$ cat config.mk
export PLATFORM = sky130hd
export DESIGN_NAME = prog_timer
export DESIGN_NICKNAME = d
export VERILOG_FILES = /design/src/rtl/prog_timer_pkg.sv /design/src/rtl/prog_timer_chain.sv /design/src/rtl/prog_timer_por.sv /design/src/rtl/prog_timer_out.sv /design/src/rtl/prog_timer.sv
export SDC_FILE = /design/constraint.sdc
export NUM_CORES = 1
export LEC_CHECK = 0
export BUFFER_PORTS_ARGS = -buffer_cell sky130_fd_sc_hd__buf_2
export CAP_MARGIN = 20
export CORE_MARGIN = 2
export CORE_UTILIZATION = 57
export CTS_CLUSTER_DIAMETER = 60
export DETAILED_ROUTE_END_ITERATION = 16
export PLACE_DENSITY = 0.77
export RECOVER_POWER = 100
export SLEW_MARGIN = 15
export SYNTH_ARGS = -nofsm -noshare
export SYNTH_HDL_FRONTEND = slang
export SYNTH_SLANG_ARGS = --single-unit
$ cat constraint.sdc
create_clock -name clk -period 1.6 [get_ports clk]
set_input_delay 0.08 -clock clk [delete_from_list [all_inputs] [get_ports clk]]
set_output_delay 0.08 -clock clk [all_outputs]
set_load 0.01 [all_outputs]
$ cat src/rtl/prog_timer_pkg.sv
package prog_timer_pkg;

   // Encoding of {sel_a, sel_b}
   typedef enum logic [1:0] {
      TSEL_MID    = 2'b00,
      TSEL_LOW    = 2'b01,
      TSEL_SPLIT  = 2'b10,
      TSEL_TOP    = 2'b11
   } tap_sel_e;

   function automatic logic is_split(input tap_sel_e s);
      return (s == TSEL_SPLIT);
   endfunction

endpackage

$ cat src/rtl/prog_timer_chain.sv
module prog_timer_chain #(
   parameter int STAGES      = 16,
   parameter int SPLIT_STAGE = 8
) (
   input  logic              clk,
   input  logic              rst_n,
   input  logic              clr,
   input  logic              tick,
   input  logic              split,
   output logic [STAGES-1:0] cnt_o
);
   localparam int UP_W = STAGES - SPLIT_STAGE;

   initial begin
      assert (SPLIT_STAGE >= 1 && SPLIT_STAGE < STAGES)
         else $error("chain split stage out of range");
   end

   logic [STAGES-1:0] en;

   for (genvar i = 0; i < STAGES; i++) begin : g_stage
      logic bit_q;
      if (i == 0) begin : g_first
         assign en[i] = tick;
      end else if (i == SPLIT_STAGE) begin : g_split
         assign en[i] = split ? tick : (en[i-1] & cnt_o[i-1]);
      end else begin : g_ripple
         assign en[i] = en[i-1] & cnt_o[i-1];
      end
      always_ff @(posedge clk or negedge rst_n) begin
         if (!rst_n)      bit_q <= 1'b0;
         else if (clr)    bit_q <= 1'b0;
         else if (en[i])  bit_q <= ~bit_q;
      end
      assign cnt_o[i] = bit_q;
   end

   AST_IDLE_HOLDS: assert property (@(posedge clk) disable iff (!rst_n)
      (!tick && !clr) |=> $stable(cnt_o));

   AST_SPLIT_STEP: assert property (@(posedge clk) disable iff (!rst_n)
      (split && tick && !clr) |=>
         (cnt_o[STAGES-1:SPLIT_STAGE] ==
          UP_W'($past(cnt_o[STAGES-1:SPLIT_STAGE]) + 1'b1)));

endmodule

$ cat src/rtl/prog_timer_por.sv
module prog_timer_por #(
   parameter int POR_CYCLES = 4
) (
   input  logic clk,
   input  logic por_n,
   input  logic ar_n,
   output logic por_clr
);
   initial begin
      assert (POR_CYCLES >= 0) else $error("negative power-on stretch");
   end

   if (POR_CYCLES == 0) begin : g_none
      assign por_clr = 1'b0;
   end else begin : g_stretch
      localparam int CW = $clog2(POR_CYCLES + 1);
      localparam logic [CW-1:0] LIMIT = CW'(POR_CYCLES);
      logic [CW-1:0] cnt_q;
      always_ff @(posedge clk or negedge por_n) begin
         if (!por_n)               cnt_q <= '0;
         else if (cnt_q != LIMIT)  cnt_q <= cnt_q + 1'b1;
      end
      assign por_clr = !ar_n && (cnt_q != LIMIT);

      AST_POR_BOUNDED: assert property (@(posedge clk) disable iff (!por_n)
         cnt_q <= LIMIT);
   end

endmodule

$ cat src/rtl/prog_timer_out.sv
module prog_timer_out (
   input  logic clk,
   input  logic rst_n,
   input  logic clr,
   input  logic force_lvl,
   input  logic tap,
   input  logic mode,
   input  logic pol,
   output logic latch_o,
   output logic q
);
   logic latch_q;

   always_ff @(posedge clk or negedge rst_n) begin
      if (!rst_n)      latch_q <= 1'b0;
      else if (clr)    latch_q <= 1'b0;
      else if (tap)    latch_q <= 1'b1;
   end

   always_comb begin
      if (force_lvl)   q = pol;
      else if (mode)   q = tap ^ pol;
      else             q = (latch_q | tap) ^ pol;
   end

   assign latch_o = latch_q;

endmodule

$ cat src/rtl/prog_timer.sv
module prog_timer #(
   parameter int STAGES      = 16,
   parameter int SPLIT_STAGE = 8,
   parameter int TAP_MID     = 13,
   parameter int TAP_LOW     = 10,
   parameter int POR_CYCLES  = 4
) (
   input  logic clk,
   input  logic por_n,
   input  logic tick,
   input  logic mr,
   input  logic ar_n,
   input  logic sel_a,
   input  logic sel_b,
   input  logic pol,
   input  logic mode,
   output logic q
);
   import prog_timer_pkg::*;

   initial begin
      assert (TAP_MID >= 1 && TAP_MID <= STAGES) else $error("mid tap out of range");
      assert (TAP_LOW >= 1 && TAP_LOW <= STAGES) else $error("low tap out of range");
      assert (SPLIT_STAGE < STAGES) else $error("split must sit below top tap");
   end

   tap_sel_e          sel;
   logic [STAGES-1:0] cnt;
   logic              tap, split, por_clr, mode_q, mode_seen, mode_chg;
   logic              clr, force_lvl, latch;

   assign sel   = tap_sel_e'({sel_a, sel_b});
   assign split = is_split(sel);

   always_ff @(posedge clk or negedge por_n) begin
      if (!por_n) begin
         mode_q    <= 1'b0;
         mode_seen <= 1'b0;
      end else begin
         mode_q    <= mode;
         mode_seen <= 1'b1;
      end
   end

   assign mode_chg  = mode_seen && (mode != mode_q);
   assign force_lvl = mr | por_clr;
   assign clr       = force_lvl | mode_chg;

   always_comb begin
      unique case (sel)
         TSEL_MID: tap = cnt[TAP_MID-1];
         TSEL_LOW: tap = cnt[TAP_LOW-1];
         default:  tap = cnt[STAGES-1];
      endcase
   end

   prog_timer_por #(.POR_CYCLES(POR_CYCLES)) por_i (
      .clk(clk), .por_n(por_n), .ar_n(ar_n), .por_clr(por_clr));

   prog_timer_chain #(.STAGES(STAGES), .SPLIT_STAGE(SPLIT_STAGE)) chain_i (
      .clk(clk), .rst_n(por_n), .clr(clr), .tick(tick), .split(split),
      .cnt_o(cnt));

   prog_timer_out out_i (
      .clk(clk), .rst_n(por_n), .clr(clr), .force_lvl(force_lvl),
      .tap(tap), .mode(mode), .pol(pol), .latch_o(latch), .q(q));

   AST_MR_LEVEL: assert property (@(posedge clk) disable iff (!por_n)
      mr |-> (q == pol));

   AST_MR_CLEARS: assert property (@(posedge clk) disable iff (!por_n)
      mr |=> (cnt == '0 && !latch));

   AST_POR_CLEARS: assert property (@(posedge clk) disable iff (!por_n)
      por_clr |=> (cnt == '0));

   AST_SINGLE_HOLD: assert property (@(posedge clk) disable iff (!por_n)
      (latch && !mode && !clr) |=> (mr || por_clr || mode || q != pol));

   AST_MODE_REARM: assert property (@(posedge clk) disable iff (!por_n)
      mode_chg |=> (!latch && cnt == '0));

endmodule

==> Word-level counts from Yosys, hierarchy flattened <==
Cells that the tools add are included.
{ "word_totals": {"reg_bits": 22, "input_bits": 9, "word_cells": 120} }
{ "classes": {"n_mux": 38, "n_addsub": 1, "n_bitwise": 36, "reduce_logical": 21, "eq_ne": 4} }
{ "ops": {"columns": ["cell", "n"], "rows": [
  ["$mux W1", 37],
  ["$reduce_bool A2 Y1", 17],
  ["$not A1 Y1", 16],
  ["$and A1 B1 Y1", 15],
  ["$add A3 B1 Y3 const B", 1],
  ["$ne A3 B3 Y1 const B", 1],
  ["$or A1 B1 Y1", 3],
  ["$eq A2 B1 Y1 const B", 1],
  ["$eq A2 B2 Y1 const B", 1],
  ["$logic_and A1 B1 Y1", 2],
  ["$logic_not A2 Y1", 1],
  ["$pmux W1 S2", 1],
  ["$xor A1 B1 Y1", 2],
  ["$logic_not A1 Y1", 1],
  ["$ne A1 B1 Y1", 1]
]} }

==> Longest topological paths before layout <==
Gate-level depths: netlist of run 1.
{ "logic_depth": {"word_depth": 18, "ltp_mapped": 7} }

==> Hierarchy <==
From an unflattened synthesis of run 1, not the netlist that was laid out.
{ "unflattened": {"hier_cells": 126, "area_unflattened_um2": 1211.2} }
{ "modules_own_cells": {"columns": ["mod", "area_each_um2", "n_inst", "cells_per_inst", "seq_area_each_um2"], "rows": [
  ["prog_timer_chain", 890.9, 1, 96, 400.4],
  ["prog_timer_por", 157.7, 1, 14, 75.1],
  ["prog_timer", 103.8, 1, 10, 50.0],
  ["prog_timer_out", 58.8, 1, 6, 25.0]
]} }

==> Worst setup path after synthesis of run 1 <==
Ideal clock, no wire load.
{ "synth_timing": {"kind": "reg-to-reg", "from": "register por_i.g_stretch.cnt_q[0]", "to": "register chain_i.g_stage[14].bit_q", "t_arrival_ns": 1.357, "stages_incl_launch_ff": 7, "setup_slack_ns": 0.163, "synth_period_minus_slack_ns": 1.437, "required_time_ns": 1.521, "path_cell_list": "dfrtp_1 -> inv_1 -> ha_1 -> a21oi_1 -> a211oi_2 -> nand2b_1 -> mux2i_1"} }
{ "synth_via": {"elab_chain_cells": 5, "elab_cells_between_ends": 6, "classes_between": "eq/ne: 1; mux: 1; bitwise: 2; reduce/logical: 2"} }
{ "synth_rtl": {"columns": ["item", "line", "text"], "rows": [
  ["start: declaration", "prog_timer_por.sv:18", "logic [CW-1:0] cnt_q;"],
  ["start signal: assignment", "prog_timer_por.sv:21", "else if (cnt_q != LIMIT) cnt_q <= cnt_q + 1'b1;"],
  ["$ne A3 B3 Y1 *", "prog_timer_por.sv:23", "assign por_clr = !ar_n && (cnt_q != LIMIT);"],
  ["$logic_and A1 B1 Y1 *", "prog_timer_por.sv:23", null],
  ["$or A1 B1 Y1 *", "prog_timer.sv:46", "assign force_lvl = mr | por_clr;"],
  ["$or A1 B1 Y1 *", "prog_timer.sv:47", "assign clr = force_lvl | mode_chg;"],
  ["$mux W1 or $reduce_bool A2 Y1 (tied branches)", null, null],
  ["end signal: assignment", "prog_timer_chain.sv:33", "else if (en[i]) bit_q <= ~bit_q;"],
  ["end: declaration", "prog_timer_chain.sv:22", "logic bit_q;"]
]} }
Every way passes the cells marked *; elsewhere a longest branch is shown, timed or not.
A chain may end at the register's enable or synchronous reset.

==> Worst setup path in the final report of run 1 <==
{ "layout_timing": {"from": "register por_i.g_stretch.cnt_q[0]", "to": "output q"} }
{ "layout_via": {"elab_chain_cells": 4} }
{ "layout_rtl": {"columns": ["item", "line", "text"], "rows": [
  ["$ne A3 B3 Y1", "prog_timer_por.sv:23", null],
  ["$logic_and A1 B1 Y1", "prog_timer_por.sv:23", null],
  ["$or A1 B1 Y1", "prog_timer.sv:46", null],
  ["$mux W1", "prog_timer_out.sv:21", "if (force_lvl) q = pol;"],
  ["end: declaration", "prog_timer.sv:17", "output logic q"]
]} }
No other way between the ends.

==> results of run 1 <==
==> cell families after synthesis <==
kind of cell               count (synthesis)
xor gates and xnor gates                  11
adders and majority gates                  2
and+or+nand+nor                           54
buffers and inverters                      4
muxes                                      6
DFF                                       22
AOI/OAI and AO/OA                         16
other                                      1
==> layout by cell type (no fill, tap or decap), types with 4 or more instances in the layout <==
cell type and count:
buf_2 7, dfrtp_1 22, nand2_1 18, nand2b_1 5, buf_4 5, nand3_1 5, mux2i_1 6, nor2_1 13
xor2_1 7, xnor2_1 4
==> registers in the layout, indices dropped and copies added (netlist names) <==
name and flops:
chain_i.g_stage.bit_q 16, mode_q 1, mode_seen 1, out_i.latch_o 1
por_i.g_stretch.cnt_q 3
==> routing by layer <==
metal  wire length, µm  GRT usage [%]  up-vias  share of wire, %
met4                25           5.71        0               1.2
met1               954           26.7      411                45
met3                57           2.78        4               2.7
li1                  -              -      428                 -
met2              1080           34.9       20                51
met5                 0              0        -                 0
==> critical path, stage by stage (launching register included) <==
cell and delay (ps):
dfrtp_1 420, inv_2 90, ha_4 150, a21oi_4 60
nor2_2 120, o21ai_2 70, xnor2_1 130, buf_2 140
==> through the flow <==
step	std cells	area (µm²)	power, W	worst slack, ps
after CTS	160	1340	0.00108	3.67
final	161	1360	0.00107	10.7
after global routing	161	1360	0.00111	-80.1
after detailed placement	152	1220	0.000651	46.8
after global placement	152	1220	0.000650	102
after floorplan	116	1140	0.000616	163
==> cell type report <==
| type | instances | area, µm² |
|---|---|---|
| Clock buffer | 3 | 22.5 |
| Clock inverter | 1 | 30.0 |
| Fill cell | 153 | 566 |
| Inverter | 2 | 7.51 |
| Multi-Input combinational cell | 90 | 612 |
| Sequential cell | 22 | 551 |
| Tap cell | 27 | 33.8 |
| Timing Repair Buffer | 16 | 100 |
==> power groups by stage <==
| stage | Clock, W | Combinational [W] | Sequential [W] |
|---|---|---|---|
| after CTS | 0.000432 | 0.0000759 | 0.000570 |
| after detailed placement | 0 | 0.0000709 | 0.000581 |
| after global placement | 0 | 0.0000697 | 0.000580 |
| after global routing | 0.000449 | 0.0000849 | 0.000571 |
| final | 0.000425 | 0.0000756 | 0.000570 |
| after floorplan | 0 | 0.0000368 | 0.000579 |
==> what timing repair did <==
action | in CTS | in global routing
endpoints found under the hold margin | 23 | 0
setup endpoints to repair | 1 | 3
setup buffers | 2 | 1
gates resized for setup | 8 | 4
pin swaps | 2 | 0
hold buffers | 2 | 0
==> worst paths after layout <==
path	from	endpoint	cells after the start
worst min-delay path	tick	chain_i.g_stage[0].bit_q	3
min in group asynchronous	por_n	chain_i.g_stage[5].bit_q	2
max in group asynchronous	por_n	chain_i.g_stage[7].bit_q	2
worst max register to register	por_i.g_stretch.cnt_q[0]	chain_i.g_stage[8].bit_q	6
worst min register to register	out_i.latch_o	out_i.latch_o	2
worst max-delay path	por_i.g_stretch.cnt_q[0]	q	7
==> out/results.ini, run 1 <==
[synthesis]
synthMuxAreaShare_pct = 5.26
ys.flop_type = dfrtp_1
yosys.area_share.xor_xnor_pct = 8.44
postSynthAreaPerCell_um2 = 9.84
synth-seq-cells = 22
synth_fa_ha_area_share_pct = 2.19
synthSimpleGateAreaFrac_pct = 24.0
synth_cell_types = 29
synthArstFlopShare_pct = 100
synth-edff-count = 0
synth_nets = 127
synth_cells = 116
synth_top_area_share_pct = 48.2
synth_top_family_by_area = simple AND/OR/NAND/NOR gates
synthTopCellsByCount = 22 x dfrtp_1, 18 x nand2_1, 14 x nor2_1
seq_area_frac_synth_pct = 48.2
synthTopCellsByArea = dfrtp_1 48%, nand2_1 5.9%, xor2_1 5.4%
synth_area_leader_cell = dfrtp_1
syn_area_um2 = 1140
synth_compound_area_share_pct = 9.87
yosysWarnings = 0
synth_most_common_cell = dfrtp_1

[routing]
wl_per_cell_um = 13.1
routed_wirelength_um = 2110
drtIter0Drc = 5
remaining_drc_errors = 0
final_antenna_net_count = 0
viasPerCell = 5.36
vias = 863
drt-pass1-iter-count = 6

[clock_tree]
clk_transition_reported_paths_ps = 130
numClockSinks = 22
numCtsBuffers = 3
cts_buffer_depth = 2
cts_tree = built
root_buffer = clkbuf_4
clk_latency_ps = 310
htreeDepth = 1

[cells_and_area]
drive_gt1_share_pct = 19.4
diodes = 0
area_delta_synth_final_pct = 18.9
final_nets = 146
final_util_pct = 70.6

[grt]
grt.total_usage_pct = 20.2
grt_pass1_vias = 835
gr-total-overflow = 0
grt_pass1_wl_um = 3730
antenna_found_initial = 0
grt_max_degree = 23

[timing]
relSlewSlack_pct = 21.5
post-route-period-util_pct = 99.3
setup_tns_ps = 0
fin_crit_ps = 1590
holdWs_ps = 76.2
rsz0062_at_grt = yes
clock_skew_ps = 9.19
setup_viol = 0
drv_slew = 0
hold_viol_final = 0
tightest_slew_ps = 1180
max_freq_ghz = 0.629

[pwr]
switchingPower_w = 0.000224
combPwrFrac_pct = 7.1
p_sw_share_pct = 20.9
sequentialPowerShare_pct = 53.2
p_per_area_nw_per_um2 = 789
clkPwrFrac_pct = 39.7
cellLeakagePower_nw = 0.601
ir_worst_vdd_v = 0.000594
internal_power_w = 0.000846

[floorplan]
die-width_um = 48.7
core_area_um2 = 1920
rows = 16
fp.dieH_um = 48.7
dieArea_um2 = 2380
pin_count = 10
initial_core_util_pct = 59.4

[critical_path]
required_ps = 1520
critPathKind = reg -> out
r2r_slack_ps = 100
worstPathMaxFanout = 3
worstPathArrival_ps = 1510
start_kind = register
cp-end-kind = primary output

[placement]
io_buffers = 9
hpwl_um = 1450
gp_congestion = 0.744

[hold_path]
hold_path.class = in -> reg

[job]
max_cap_violations = 0

[status]
outcome = finished clean

(Power assumes the default switching activity.)
==> inputs of run 2 (changes only) <==
--- a/config.mk
+++ b/config.mk
@@ -13,6 +13,7 @@
 export DETAILED_ROUTE_END_ITERATION = 16
 export PLACE_DENSITY = 0.77
 export RECOVER_POWER = 100
+export SETUP_SLACK_MARGIN = 0.02
 export SLEW_MARGIN = 15
 export SYNTH_ARGS = -nofsm -noshare
 export SYNTH_HDL_FRONTEND = slang
==> out/results.ini, run 2 (synthesized netlist as in run 1, its figures left out) <==
[routing]
drt-pass1-iter-count = 6  ; unchanged
wl_per_cell_um = 13.1  ; unchanged
routed_wirelength_um = 2110  ; unchanged
vias = 863  ; unchanged
final_antenna_net_count = 0  ; unchanged
remaining_drc_errors = 0  ; unchanged
drtIter0Drc = 5  ; unchanged
viasPerCell = 5.36  ; unchanged

[cells_and_area]
final_common_cell = dfrtp_1  ; unchanged
diodes = 0  ; unchanged
largest_reg_flops = 16  ; unchanged
final_nets = 146  ; unchanged
multi_input_area_um2 = 612  ; unchanged
final_cell_mix = 22 x dfrtp_1, 18 x nand2_1, 13 x nor2_1, 7 x xor2_1, 7 x buf_2  ; unchanged
area_delta_synth_final_pct = 18.9  ; unchanged
final_util_pct = 70.6  ; unchanged
reg_top3 = chain_i.g_stage.bit_q x16, por_i.g_stretch.cnt_q x3  ; unchanged
drive_gt1_share_pct = 19.4  ; unchanged
regArea_um2 = 551  ; unchanged
nFillCells = 153  ; unchanged
finalNonFillerCells = 161  ; unchanged
largest-register = chain_i.g_stage.bit_q  ; unchanged

[timing]
hold_viol_final = 0  ; unchanged
fin_crit_ps = 1590  ; unchanged
max_freq_ghz = 0.629  ; unchanged
setup_ws_ps = 10.7  ; unchanged
tightest_slew_ps = 1180  ; unchanged
setup_tns_ps = 0  ; unchanged
setup_viol = 0  ; unchanged
relSlewSlack_pct = 21.5  ; unchanged
clock_skew_ps = 9.19  ; unchanged
rsz0062_at_grt = yes  ; unchanged
post-route-period-util_pct = 99.3  ; unchanged
drv_slew = 0  ; unchanged

[critical_path]
worstPathArrival_ps = 1510  ; about the same
r2r_slack_ps = 100  ; about the same
worstPathMaxFanout = 3  ; unchanged
critPathKind = reg -> out  ; unchanged
required_ps = 1520  ; about the same
reg2reg_depth = 6  ; unchanged
start_kind = register  ; unchanged
cp-end-kind = primary output  ; unchanged
r2r-end = chain_i.g_stage[8].bit_q  ; unchanged
reg2reg_from = por_i.g_stretch.cnt_q[0]  ; unchanged

[grt]
grt_pass1_vias = 835  ; unchanged
grt.total_usage_pct = 20.2  ; unchanged
grt_pass1_wl_um = 3730  ; unchanged
grt_max_degree = 23  ; unchanged
gr-total-overflow = 0  ; unchanged
antenna_found_initial = 0  ; unchanged

[placement]
io_buffers = 9  ; unchanged
place_ws_ps = 46.8  ; unchanged
gp_congestion = 0.744  ; unchanged
place_inst = 152  ; unchanged
hpwl_um = 1450  ; unchanged

[clock_tree]
clk_transition_reported_paths_ps = 130  ; about the same
cts_tree = built  ; unchanged
htreeDepth = 1  ; unchanged
numClockSinks = 22  ; unchanged
numCtsBuffers = 3  ; unchanged
clk_latency_ps = 310  ; about the same
root_buffer = clkbuf_4  ; unchanged
cts_buffer_depth = 2  ; unchanged

[floorplan]
fp.dieH_um = 48.7  ; unchanged
pin_count = 10  ; unchanged
core_area_um2 = 1920  ; unchanged
die-width_um = 48.7  ; unchanged
initial_core_util_pct = 59.4  ; unchanged
rows = 16  ; unchanged
dieArea_um2 = 2380  ; unchanged

[hold_path]
hold_start = tick  ; unchanged
worstHoldEndpoint = chain_i.g_stage[0].bit_q  ; unchanged
hold_path.class = in -> reg  ; unchanged
hold_path_depth = 3  ; unchanged

[pwr]
p_per_area_nw_per_um2 = 789  ; unchanged
ir_worst_vdd_v = 0.000594  ; unchanged
total_power_w = 0.00107  ; unchanged
cellLeakagePower_nw = 0.601  ; unchanged

[status]
outcome = finished clean  ; unchanged

[job]
max_cap_violations = 0  ; unchanged

## run 2: cell counts in the layout (fill, tap and decap cells not counted)
No cell type changed its count.
## run 2: where the power goes
group          leakage (nW)  switching (W)  internal [W]  total [W]
sequential            0.296     0.00000641      0.000563   0.000570
clock                0.0279       0.000172      0.000253   0.000425
combinational         0.277      0.0000462     0.0000295  0.0000756
## run 2: what timing repair did
item                                   in CTS  in global routing
resized for setup                           8                  4
hold buffers                                2                  0
setup endpoints to repair                   2                  4
pin swaps                                   2                  0
endpoints found under the hold margin      23                  0
setup buffers                               2                  1
cloned                                      0                  0
## run 2: cell type report
type,count,area share [%]
Clock buffer,3,1.66
Tap cell,27,2.49
Inverter,2,0.554
Sequential cell,22,40.6
Timing Repair Buffer,16,7.38
Clock inverter,1,2.21
Multi-Input combinational cell,90,45.1
## run 2: critical path, cell delays in order, from the launching register on
cell	delay, ps
dfrtp_1	420
inv_2	90
ha_4	150
a21oi_4	60
nor2_2	120
o21ai_2	70
xnor2_1	130
buf_2	140
## run 2: stage by stage
stage | cell area [µm²] | hold slack, ps
6_report | 1360 | 76.2
3_3_place_gp | 1220 | 62.3
3_5_place_dp | 1220 | 71.1
5_1_grt | 1360 | 92.3
4_1_cts | 1340 | 71.2
2_1_floorplan | 1140 | -216
## run 2: worst max-delay path by stage
stage                                   startpoint                   endpoint  slack, ps  cells past startpoint
after floorplan           por_i.g_stretch.cnt_q[0]  chain_i.g_stage[14].bit_q        160                      6
after detailed placement  por_i.g_stretch.cnt_q[0]   chain_i.g_stage[8].bit_q         50                      6
after global placement    por_i.g_stretch.cnt_q[0]   chain_i.g_stage[2].bit_q        100                      6
final                     por_i.g_stretch.cnt_q[0]                          q         10                      7
after global routing      por_i.g_stretch.cnt_q[0]                          q        -80                      7
after CTS                 por_i.g_stretch.cnt_q[1]                          q          4                      7
## run 2: per-layer routing
layer | vias to the layer above | part of all wire, % | track usage, %
li1 | 428 | - | -
met3 | 4 | 2.7 | 2.78
met2 | 20 | 51 | 34.9
met1 | 411 | 45 | 26.7
met5 | - | 0 | 0
met4 | 0 | 1.2 | 5.71
